**src/rtl/dma_rdy_pkg.sv**
```systemverilog
package dma_rdy_pkg;

    localparam int RX_PIN   = 0;
    localparam int TX_PIN   = 1;
    localparam int NUM_PINS = 2;

    typedef enum logic {
        SIG_LEVEL = 1'b0,
        SIG_LATCH = 1'b1
    } sig_style_e;

    // Per-pin request: lvl drives level style, set/clr drive latched style
    typedef struct packed {
        logic lvl;
        logic set;
        logic clr;
    } pin_req_t;

    function automatic sig_style_e style_of(input logic fen, input logic dsel);
        return (fen && dsel) ? SIG_LATCH : SIG_LEVEL;
    endfunction

    function automatic int unsigned trig_chars(input logic [1:0] sel);
        case (sel)
            2'b00:   return 1;
            2'b01:   return 4;
            2'b10:   return 8;
            default: return 14;
        endcase
    endfunction

endpackage

```
**src/rtl/dma_rdy_rx_cond.sv**
```systemverilog
module dma_rdy_rx_cond
    import dma_rdy_pkg::*;
#(
    parameter int CNT_W = 5
) (
    input  logic [CNT_W-1:0] rx_count,
    input  logic             rx_timeout,
    input  logic [1:0]       rx_trig_sel,
    output pin_req_t         req
);
    logic [CNT_W:0] level;
    logic           has_data;

    always_comb begin
        level    = (CNT_W+1)'(trig_chars(rx_trig_sel));
        has_data = (rx_count != '0);
        req.lvl  = has_data;
        req.clr  = !has_data;
        req.set  = ({1'b0, rx_count} >= level) || rx_timeout;
    end
endmodule

```
**src/rtl/dma_rdy_tx_cond.sv**
```systemverilog
module dma_rdy_tx_cond
    import dma_rdy_pkg::*;
#(
    parameter int FIFO_DEPTH = 16,
    parameter int CNT_W      = 5
) (
    input  logic [CNT_W-1:0] tx_count,
    output pin_req_t         req
);
    localparam logic [CNT_W:0] FULL_MARK = (CNT_W+1)'(FIFO_DEPTH);

    logic empty;

    always_comb begin
        empty   = (tx_count == '0);
        req.lvl = empty;
        req.set = empty;
        req.clr = ({1'b0, tx_count} >= FULL_MARK);
    end
endmodule

```
**src/rtl/dma_rdy_pin.sv**
```systemverilog
module dma_rdy_pin
    import dma_rdy_pkg::*;
(
    input  logic       clk,
    input  logic       rst,
    input  sig_style_e style,
    input  pin_req_t   req,
    output logic       rdy_n
);
    always_ff @(posedge clk) begin
        if (rst) begin
            rdy_n <= 1'b1;
        end else if (style == SIG_LEVEL) begin
            rdy_n <= !req.lvl;
        end else if (req.clr) begin
            rdy_n <= 1'b1;
        end else if (req.set) begin
            rdy_n <= 1'b0;
        end
    end
endmodule

```
**src/rtl/dma_rdy_gen.sv**
```systemverilog
module dma_rdy_gen
    import dma_rdy_pkg::*;
#(
    parameter int FIFO_DEPTH = 16,
    parameter int CNT_W      = $clog2(FIFO_DEPTH + 1)
) (
    input  logic             clk,
    input  logic             rst,
    input  logic             fifo_en,
    input  logic             dma_mode,
    input  logic [1:0]       rx_trig_sel,
    input  logic [CNT_W-1:0] rx_count,
    input  logic             rx_timeout,
    input  logic [CNT_W-1:0] tx_count,
    output logic             rx_rdy_n,
    output logic             tx_rdy_n
);
    sig_style_e          style;
    pin_req_t            reqs [NUM_PINS];
    logic [NUM_PINS-1:0] pins_n;

    assign style = style_of(fifo_en, dma_mode);

    dma_rdy_rx_cond #(.CNT_W(CNT_W)) rx_cond_i (
        .rx_count    (rx_count),
        .rx_timeout  (rx_timeout),
        .rx_trig_sel (rx_trig_sel),
        .req         (reqs[RX_PIN])
    );

    dma_rdy_tx_cond #(.FIFO_DEPTH(FIFO_DEPTH), .CNT_W(CNT_W)) tx_cond_i (
        .tx_count (tx_count),
        .req      (reqs[TX_PIN])
    );

    generate
        for (genvar g = 0; g < NUM_PINS; g++) begin : g_pin
            dma_rdy_pin pin_i (
                .clk   (clk),
                .rst   (rst),
                .style (style),
                .req   (reqs[g]),
                .rdy_n (pins_n[g])
            );
        end
    endgenerate

    assign rx_rdy_n = pins_n[RX_PIN];
    assign tx_rdy_n = pins_n[TX_PIN];
endmodule

```
**config.mk**
```make
export PLATFORM = sky130hd
export DESIGN_NAME = dma_rdy_gen
export DESIGN_NICKNAME = d
export VERILOG_FILES = /design/src/rtl/dma_rdy_pkg.sv /design/src/rtl/dma_rdy_rx_cond.sv /design/src/rtl/dma_rdy_tx_cond.sv /design/src/rtl/dma_rdy_pin.sv /design/src/rtl/dma_rdy_gen.sv
export SDC_FILE = /design/constraint.sdc
export NUM_CORES = 1
export LEC_CHECK = 0
export BUFFER_PORTS_ARGS = -buffer_cell sky130_fd_sc_hd__buf_2
export CAP_MARGIN = 20
export CORE_AREA = 2 2 39 41
export CTS_CLUSTER_SIZE = 40
export DETAILED_ROUTE_END_ITERATION = 8
export DIE_AREA = 0 0 41 43
export MAX_ROUTING_LAYER = met4
export SLEW_MARGIN = 20
export SYNTH_ARGS = -nofsm -noshare
export SYNTH_HDL_FRONTEND = slang
export SYNTH_SLANG_ARGS = --single-unit
```
**constraint.sdc**
```tcl
create_clock -name clk -period 1.5 [get_ports clk]
set_input_delay 0.15 -clock clk [delete_from_list [all_inputs] [get_ports clk]]
set_output_delay 0.15 -clock clk [all_outputs]
set_load 0.1 [all_outputs]
```
==> run metrics <==
most area-consuming cells after synthesis ha_1, dfxtp_1, inv_1, nor2_1, or4b_4; leading area contributor after synthesis ha_1; final core utilization 23.5%; CTS buffer count 3; cts hold-fix bufs 0; Routed Antenna Nets 0; unrepaired setup endpoints after global routing false; max_slew headroom 67.5%; Switching Share 28.5%; DR iter-0 viols 0; Critical Path Slowest Stage Cell buf_2; net switching power 69.1 uW; row count 14; Final min period 1.11 ns; worst-path fanout max 2; CP Cell Sequence buf_2; final hold violations 0; status finished, final reports clean; Power Total 242 uW; Hold WC Path Type input port to register; Post-Syn Nets 46; critical path class register to primary output; hold path depth 3; PwrDens 745 nW/um^2; startpoint types register; GR Util All Layers 6.47%; Worst setup EP type primary output; CTS Buffer Depth 2; placed insts 59; PortBufs 18; clock skew 0 ns; share of the synthesized area in the top cell type 26.1%; first-pass GRT wire length 731 um; Die Y 43 um; number of max-cap violations 0; htree depth 1; Logic pwr share 27.6%; Slew Limit Fails 0; TritonRoute pass-1 iters 1; Worst R2R Setup Slack 0.45 ns; Largest stage delay, worst path 0.43 ns; Post-CTS Resized 0; crit path buf inv count 1; Largest regs g_pin.pin_i.rdy_n x2; ant diodes 0; FF-to-FF path depth 2; fmax 0.901 GHz; CP arrival 0.96 ns; clock share of power 49.0%; commonest non-fill, non-tap cell in the layout buf_2; final wirelength 474 um; min-delay src tx_count[4]; DRC violations left 0; hold endpoint g_pin[1].pin_i.rdy_n$_SDFFE_PP1P_; pin count of the biggest net entering global routing 4; vias in the first global route 214; Syn-to-layout area delta 69.9%; final instance area 325 um^2; Starting Density 13.8%; R2R Path End g_pin[0].pin_i.rdy_n$_SDFFE_PP1P_; Biggest register g_pin.pin_i.rdy_n; drt wl/cell 7.65 um; setup TNS 0 ns; Largest register FFs 2; worst path required time 1.35 ns; final setup vio count 0; clock latency on the worst-skew pair 0.22 ns; Cells after Synth 25; CTS root buffer clkbuf_4; Die Area 1760 um^2; Worst Tran Pin Value 0.491 ns; Post-Syn Area 191 um^2; # nets final 69; Ys Warns 0; VDD IR max 398 uV; register area share after synthesis 20.9%; Post-Layout Cell Count 62; CTS Sinks 2; CTS tree built; antenna violations before repair 0; Avg Inst Size Synth 7.66 um^2; setup bufs post-CTS 0; GRT overflow 0; Chip Width 41 um; Vias 244; # IOs 19; leak pwr 0.173 nW; Distinct cells, synth 11; Largest delay share family, worst path buffers and inverters; Reg2Reg Launch Point g_pin[0].pin_i.rdy_n$_SDFFE_PP1P_; Core ar. 1380 um^2; share of cells above drive strength 1 52.2%; Post-DP HPWL 434 um; Final Cycle Share 74.0%; Flop pwr share 23.4%; Clock Pin Slew Worst Setup and Hold Paths 0.03 ns; placed instance area 303 um^2; Power Internal 173 uW; Yosys reg bits 2; most frequent cells in the layout buf_2, inv_1, nor2_1, ha_1, clkbuf_4; via/cell ratio 3.94; Final Wtd Congestion 0.591
## power by group through the flow
stage / sequential (mW) / combinational, mW / clock (mW)
global placement: 0.0576 / 0.0668 / 0
floorplan: 0.0727 / 0.0226 / 0
CTS: 0.0568 / 0.0685 / 0.127
detailed placement: 0.0575 / 0.0684 / 0
finish: 0.0567 / 0.0669 / 0.119
global route: 0.0570 / 0.0753 / 0.132
## worst max-delay path by stage
stage,startpoint,to,cells past startpoint
floorplan,g_pin[0].pin_i.rdy_n$_SDFFE_PP1P_,g_pin[0].pin_i.rdy_n$_SDFFE_PP1P_,2
global placement,rx_trig_sel[1],g_pin[0].pin_i.rdy_n$_SDFFE_PP1P_,5
detailed placement,rx_trig_sel[1],g_pin[0].pin_i.rdy_n$_SDFFE_PP1P_,5
CTS,g_pin[1].pin_i.rdy_n$_SDFFE_PP1P_,tx_rdy_n,1
global route,g_pin[1].pin_i.rdy_n$_SDFFE_PP1P_,tx_rdy_n,1
finish,g_pin[1].pin_i.rdy_n$_SDFFE_PP1P_,tx_rdy_n,1
## through the flow
| stage | setup WS (ns) | hold slack, ns |
|---|---|---|
| after floorplan | 0.0587 | 0.252 |
| after global placement | 0.242 | 0.351 |
| after detailed placement | 0.225 | 0.353 |
| after CTS | 0.374 | 0.117 |
| after global routing | 0.326 | 0.145 |
| final | 0.390 | 0.126 |
## layout make-up
type	count	area [um^2]
multi-input combinational	19	136
fill	156	1060
timing repair buffer	18	90.1
inverter	4	15.0
clock buffer	3	22.5
sequential	2	41.3
tap	16	20.0
## kinds of logic after synthesis
group,share of synthesized area [%]
and+or+nand+nor,25.5
adders and majority gates,26.1
buffers and inverters,7.84
DFF,20.9
AOI/OAI and AO/OA,19.6
## synthesized netlist by cell type, drive strengths merged
cell type	n
ha	4
inv	4
nor2	4
o21ai	3
a21oi	2
dfxtp	2
nand2	2
nor4	2
o31ai	1
or4b	1
## routing by layer
| layer | global-route usage [%] | vias up | part of all wire (%) |
|---|---|---|---|
| met5 | - | - | 0 |
| met4 | 0 | 0 | 0 |
| met3 | 7.33 | 0 | 19 |
| met2 | 8.44 | 17 | 31 |
| met1 | 7.03 | 94 | 50 |
| li1 | - | 133 | - |
No activity file was read; power rests on OpenSTA's default activity.
